**config.mk**
```make
export PLATFORM = sky130hd
export DESIGN_NAME = stereo_pair_proc
export DESIGN_NICKNAME = d
export VERILOG_FILES = /design/src/rtl/stereo_pair_pkg.sv /design/src/rtl/stereo_sat_negate.sv /design/src/rtl/stereo_half_sum.sv /design/src/rtl/stereo_pair_proc.sv
export SDC_FILE = /design/constraint.sdc
export NUM_CORES = 1
export LEC_CHECK = 0
export BUFFER_PORTS_ARGS = -buffer_cell sky130_fd_sc_hd__buf_2
export CAP_MARGIN = 5
export CORE_MARGIN = 4
export CORE_UTILIZATION = 55
export CTS_BUF_LIST = sky130_fd_sc_hd__clkbuf_8
export CTS_CLUSTER_DIAMETER = 80
export CTS_CLUSTER_SIZE = 10
export DETAILED_ROUTE_END_ITERATION = 10
export PLACE_DENSITY = 0.83
export SLEW_MARGIN = 20
export SYNTH_ARGS = -nofsm -noshare
export SYNTH_HDL_FRONTEND = slang
export SYNTH_SLANG_ARGS = --single-unit
```
**constraint.sdc**
```tcl
create_clock -name clk -period 6.7 [get_ports clk]
set_input_delay 1.34 -clock clk [delete_from_list [all_inputs] [get_ports clk]]
set_output_delay 1.34 -clock clk [all_outputs]
set_load 0.01 [all_outputs]
```
**src/rtl/stereo_pair_pkg.sv**
```systemverilog
// Shared mode encoding for the stereo pair processor.
// Assumes the mode field is 3 bits wide and every code is defined.
package stereo_pair_pkg;
    typedef enum logic [2:0] {
        MODE_PASS      = 3'd0,
        MODE_SWAP      = 3'd1,
        MODE_LEFT_DUP  = 3'd2,
        MODE_RIGHT_DUP = 3'd3,
        MODE_INV_LEFT  = 3'd4,
        MODE_INV_RIGHT = 3'd5,
        MODE_MEAN      = 3'd6,
        MODE_MID_SIDE  = 3'd7
    } pair_mode_e;
endpackage

```
**src/rtl/stereo_sat_negate.sv**
```systemverilog
// Saturating two's-complement negation.
// The most negative input maps to the most positive value; every other
// input maps to its exact negative. Purely combinational.
module stereo_sat_negate #(
    parameter int W = 24
) (
    input  logic signed [W-1:0] a,
    output logic signed [W-1:0] y
);
    localparam logic signed [W-1:0] MAX_V = {1'b0, {(W-1){1'b1}}};
    localparam logic signed [W-1:0] MIN_V = {1'b1, {(W-1){1'b0}}};

    // Negate, clamping the single unrepresentable case.
    always_comb begin
        if (a == MIN_V) y = MAX_V;
        else            y = -a;
    end
endmodule

```
**src/rtl/stereo_half_sum.sv**
```systemverilog
// Halved sum or difference of two samples: floor((a +/- b) / 2).
// Uses an intermediate one bit wider than the samples, then drops the LSB.
// This is an arithmetic shift, so the result always fits in W bits.
module stereo_half_sum #(
    parameter int W        = 24,
    parameter bit SUBTRACT = 1'b0
) (
    input  logic signed [W-1:0] a,
    input  logic signed [W-1:0] b,
    output logic signed [W-1:0] y
);
    localparam int WW = W + 1;
    logic signed [WW-1:0] wide;

    generate
        if (SUBTRACT) begin : g_diff
            // Widened difference.
            always_comb wide = WW'(a) - WW'(b);
        end else begin : g_sum
            // Widened sum.
            always_comb wide = WW'(a) + WW'(b);
        end
    endgenerate

    // Arithmetic shift right by one: keep the upper W bits.
    always_comb y = wide[WW-1:1];
endmodule

```
**src/rtl/stereo_pair_proc.sv**
```systemverilog
// Stereo pair channel processor.
// On each in_valid it applies the selected channel mode to one pair and
// registers the result, so the result appears one cycle later with out_valid.
// Outputs hold between strobes. Reset is synchronous and active low.
module stereo_pair_proc #(
    parameter int SAMPLE_W = 24
) (
    input  logic                       clk,
    input  logic                       rst_n,
    input  logic                       in_valid,
    input  logic [2:0]                 in_mode,
    input  logic signed [SAMPLE_W-1:0] in_left,
    input  logic signed [SAMPLE_W-1:0] in_right,
    output logic                       out_valid,
    output logic signed [SAMPLE_W-1:0] out_left,
    output logic signed [SAMPLE_W-1:0] out_right
);
    import stereo_pair_pkg::*;

    localparam logic signed [SAMPLE_W-1:0] MAX_V = {1'b0, {(SAMPLE_W-1){1'b1}}};
    localparam logic signed [SAMPLE_W-1:0] MIN_V = {1'b1, {(SAMPLE_W-1){1'b0}}};

    logic signed [SAMPLE_W-1:0] neg_left, neg_right, half_sum, half_diff;
    logic signed [SAMPLE_W-1:0] nxt_left, nxt_right;
    pair_mode_e                 mode;

    stereo_sat_negate #(.W(SAMPLE_W)) u_neg_l (.a(in_left),  .y(neg_left));
    stereo_sat_negate #(.W(SAMPLE_W)) u_neg_r (.a(in_right), .y(neg_right));
    stereo_half_sum #(.W(SAMPLE_W), .SUBTRACT(1'b0)) u_mid
        (.a(in_left), .b(in_right), .y(half_sum));
    stereo_half_sum #(.W(SAMPLE_W), .SUBTRACT(1'b1)) u_side
        (.a(in_left), .b(in_right), .y(half_diff));

    // Decode the raw mode field into the enumerated type.
    always_comb mode = pair_mode_e'(in_mode);

    // Select the next left/right pair for the current mode.
    always_comb begin
        nxt_left  = in_left;
        nxt_right = in_right;
        case (mode)
            MODE_PASS:      begin nxt_left = in_left;   nxt_right = in_right;  end
            MODE_SWAP:      begin nxt_left = in_right;  nxt_right = in_left;   end
            MODE_LEFT_DUP:  begin nxt_left = in_left;   nxt_right = in_left;   end
            MODE_RIGHT_DUP: begin nxt_left = in_right;  nxt_right = in_right;  end
            MODE_INV_LEFT:  begin nxt_left = neg_left;  nxt_right = in_right;  end
            MODE_INV_RIGHT: begin nxt_left = in_left;   nxt_right = neg_right; end
            MODE_MEAN:      begin nxt_left = half_sum;  nxt_right = half_sum;  end
            MODE_MID_SIDE:  begin nxt_left = half_sum;  nxt_right = half_diff; end
            default:        begin nxt_left = in_left;   nxt_right = in_right;  end
        endcase
    end

    // Output strobe register: follows in_valid by one cycle.
    always_ff @(posedge clk) begin
        if (!rst_n) out_valid <= 1'b0;
        else        out_valid <= in_valid;
    end

    // Sample registers: load only on a strobe, hold otherwise.
    always_ff @(posedge clk) begin
        if (!rst_n) begin
            out_left  <= '0;
            out_right <= '0;
        end else if (in_valid) begin
            out_left  <= nxt_left;
            out_right <= nxt_right;
        end
    end

    // a strobe yields out_valid on the next cycle, and only then.
    a_r8_valid_next: assert property (@(posedge clk) disable iff (!rst_n)
        in_valid |=> out_valid);
    a_r8_no_spurious: assert property (@(posedge clk) disable iff (!rst_n)
        !in_valid |=> !out_valid);
    // outputs hold across an idle cycle.
    a_r9_hold: assert property (@(posedge clk) disable iff (!rst_n)
        !in_valid |=> ($stable(out_left) && $stable(out_right)));
    // pass mode.
    a_r2_pass: assert property (@(posedge clk) disable iff (!rst_n)
        (in_valid && in_mode == 3'd0) |=>
        (out_left == $past(in_left) && out_right == $past(in_right)));
    // swap mode.
    a_r3_swap: assert property (@(posedge clk) disable iff (!rst_n)
        (in_valid && in_mode == 3'd1) |=>
        (out_left == $past(in_right) && out_right == $past(in_left)));
    // negating the most negative left sample saturates.
    a_r5_no_overflow: assert property (@(posedge clk) disable iff (!rst_n)
        (in_valid && in_mode == 3'd4 && in_left == MIN_V) |=> (out_left == MAX_V));
    // mean mode drives both sides equal.
    a_r6_equal_sides: assert property (@(posedge clk) disable iff (!rst_n)
        (in_valid && in_mode == 3'd6) |=> (out_left == out_right));
endmodule

```
==> results.py <==
metrics = {
    "run_status": {
        "outcome": "completed",
    },
    "grt": {
        "grt_pass1_wl_mm": 41.7,
        "grt_use_total_pct": 36.4,
        "overflow": 0,
        "antenna_found_initial": 1,
        "grt_max_degree": 76,
        "grt_pass1_vias": 7452,
    },
    "final_layout": {
        "syn_to_final_growth_pct": 9.26,
        "final_area_mm2": 0.00746,
        "finish.utilization_pct": 61.8,
        "layout.nets": 1170,
        "antenna_cells": 0,
        "n_fill_cell": 1166,
        "drive_gt1_share_pct": 12.9,
    },
    "timing": {
        "finalHoldViolCount": 0,
        "skew_ns": 0,
        "setup_violations": 0,
        "drv_slew": 0,
        "finalSetupTns_ns": 0,
        "fmax_mhz": 201,
        "worst_pin_slew_ns": 1.09,
        "fin_crit_ns": 4.96,
        "max-slew-margin-rel_pct": 27.0,
        "rsz0062_at_grt": "no",
        "finalCritPeriodShare_pct": 74.1,
    },
    "routing": {
        "wl_mm": 27.3,
        "vias": 8518,
        "ant_nets": 0,
        "first_pass_iters": 6,
        "drc": 0,
        "viasPerCell": 6.90,
        "drt-wirelength-per-cell_um": 22.1,
        "drtIter0Drc": 1506,
    },
    "synthesis": {
        "synth.largest_area_cell": "dfxtp_1",
        "yosys_warnings": 0,
        "syn_avg_cell_area_um2": 6.70,
        "synth.area.top_cells": "dfxtp_1, o21ai_0, ha_1",
        "yosysUniqueCellTypes": 74,
        "syn_inst": 1019,
        "synth_edf_count": 0,
        "syn_area_mm2": 0.00682,
        "yosysSeqAreaShare_pct": 14.4,
        "yosys.area.top_type_share_pct": 14.4,
        "async_reset_ff_share_pct": 0,
        "synth-seq-cells": 49,
        "ys.flop_type": "dfxtp_1",
        "synth_nets": 1123,
        "synth_most_common_cell": "o21ai_0",
        "yosys-top-cells-count": "o21ai_0, a21oi_1, nand2_1, nor2_1, clkbuf_1",
    },
    "worst_setup_path": {
        "crit_path_end": "out_right[19]$_SDFFE_PN0P_",
        "r2r-start": "out_right[11]$_SDFFE_PN0P_",
        "max_stage_delay_ns": 0.78,
        "timing.rr.end": "out_right[11]$_SDFFE_PN0P_",
        "worst_r2r_path_depth": 4,
        "crit_path_cell_trace": "buf_2 -> inv_1 -> ha_1 -> nor4b_1 -> nand4_1 -> or3_1 -> o21ai_1 -> a221oi_1 -> a211oi_1 -> a21oi_1 -> o21ai_0",
        "r2r_slack_ns": 5.65,
        "arrival_ns": 5.23,
        "worstSetupStartpointType": "primary input",
        "cpMaxStageDelayCell": "nor4b_1",
        "cp_max_fo": 9,
        "endpoint_kind": "flop",
        "required_ns": 6.96,
        "critPathLaunch": "in_right[1]",
        "critical_path_class": "primary input to flop",
    },
    "floorplan": {
        "die_area_mm2": 0.0143,
        "initial_core_util_pct": 56.6,
        "pin_count": 103,
        "core-area_mm2": 0.0121,
        "fp.dieW_um": 119,
        "die_h_um": 119,
        "fp-row-count": 40,
    },
    "clock_tree": {
        "cts_root_buf": "clkbuf_8",
        "cts_resized": 0,
        "cts.sinks": 49,
        "clk_pin_slew_ns": 0.11,
        "post_cts.repair.setup_buffers": 0,
        "cts_hold_buf": 0,
        "cts_made_buffers": 5,
        "clk_path_buf_depth": 2,
        "clock_latency_ns": 0.34,
        "cts_tree": "yes",
        "htreeDepth": 2,
    },
    "placement": {
        "post-dp-hpwl_mm": 19.7,
        "gp_congestion": 1.01,
        "placed_area_mm2": 0.00734,
        "port_buffers": 102,
    },
    "power_and_ir_drop": {
        "power_switching_w": 0.000500,
        "p_comb_share_pct": 48.8,
        "intPower_w": 0.000638,
        "p_seq_share_pct": 29.1,
        "power.density_mw_per_mm2": 153,
        "ir_worst_vdd_v": 0.0000974,
        "swShare_pct": 43.9,
        "p_total_w": 0.00114,
        "p_leak_nw": 2.99,
        "power_frac_clock_pct": 22.0,
    },
    "job": {
        "drv_cap": 0,
    },
    "hold_path": {
        "hold_path_class": "flop to flop",
    },
}
metal layers:
layer	vias up	track usage [%]	part of all wire, %
li1	3844	-	-
met1	3841	49.3	39
met2	680	55.6	42
met3	151	7.45	14
met4	2	16.8	5.6
met5	-	0	0.037
final cells by class:
type	count	area [µm²]	area share, %
Tap cell	168	210	2.82
Clock buffer	6	82.6	1.11
Sequential cell	49	981	13.2
Inverter	53	199	2.67
Multi-Input combinational cell	846	5370	72.0
Clock inverter	2	37.5	0.503
Timing Repair Buffer	111	578	7.75
worst max-delay path, delay by kind of cell:
| family | cells | cell delay (ns) |
|---|---|---|
| AO/OA/AOI/OAI | 5 | 1.38 |
| adder cells (fa/ha/maj) | 1 | 0.29 |
| AND/OR/NAND/NOR | 3 | 1.92 |
| buffers and inverters | 2 | 0.30 |
worst min-delay path by stage:
| stage | from | endpoint | slack (ns) | depth (start not counted) |
|---|---|---|---|---|
| after global placement | out_right[12]$_SDFFE_PN0P_ | out_right[12]$_SDFFE_PN0P_ | 0.42 | 2 |
| after floorplan | out_right[12]$_SDFFE_PN0P_ | out_right[12]$_SDFFE_PN0P_ | 0.46 | 2 |
| final | out_right[12]$_SDFFE_PN0P_ | out_right[12]$_SDFFE_PN0P_ | 0.45 | 2 |
| after CTS | out_right[12]$_SDFFE_PN0P_ | out_right[12]$_SDFFE_PN0P_ | 0.45 | 2 |
| after global routing | out_right[12]$_SDFFE_PN0P_ | out_right[12]$_SDFFE_PN0P_ | 0.48 | 2 |
| after detailed placement | out_right[12]$_SDFFE_PN0P_ | out_right[12]$_SDFFE_PN0P_ | 0.43 | 2 |
stage by stage:
step / hold slack, ns / setup slack (ns) / cells
floorplan: 0.463 / 2.80 / 1019
global placement: 0.421 / 1.59 / 1227
detailed placement: 0.435 / 1.63 / 1227
CTS: 0.449 / 1.94 / 1235
global route: 0.482 / 1.63 / 1235
finish: 0.445 / 1.74 / 1235
cell usage in the layout, fill, tap and decap left out, types with 7 or more instances in the layout:
cell type  netlist  routed
nand4_1         12      12
mux2i_1         13      13
a21oi_1        100     100
a31oi_1         17      17
nor4_1           9       9
or3_1           13      13
o221ai_1        13      13
nor3_1          36      36
nand3_1         23      23
nand2_1         90      90
o211ai_1        13      13
o21ai_0        125     125
nor2_1          77      77
o21a_1          13      13
o22ai_1         10      10
inv_1           52      52
buf_2            4     102
xor2_1           7       7
o21bai_1         8       8
dfxtp_1         49      49
xnor2_1         36      36
ha_1            48      48
a22oi_1         10      10
nand2b_1        14      14
a21boi_0        12      12
a211oi_1        14      14
nor2b_1         23      22
buf_4            0       9
logic make-up (layout without fill, tap and decap cells):
group / count (synthesis) / count (layout) / synth area share [%]
simple gates: 336 / 336 / 24.4
flops: 49 / 49 / 14.4
fa+ha+maj: 50 / 50 / 9.39
compound gates: 402 / 402 / 37.1
mux: 15 / 15 / 2.24
buf+inv: 124 / 172 / 7.00
xor+xnor: 43 / 43 / 5.52
flip-flops by register name (all words and copies together), names as in the netlist:
register and count:
out_left 24, out_right 24, out_valid 1
power by group through the flow:
stage	registers (W)	clock network, W	logic, W
detailed placement	0.000338	0	0.000532
global placement	0.000337	0	0.000530
global route	0.000335	0.000258	0.000596
CTS	0.000331	0.000248	0.000535
finish	0.000332	0.000251	0.000556
floorplan	0.000348	0	0.000348
No activity file was read; power rests on OpenSTA's default activity.
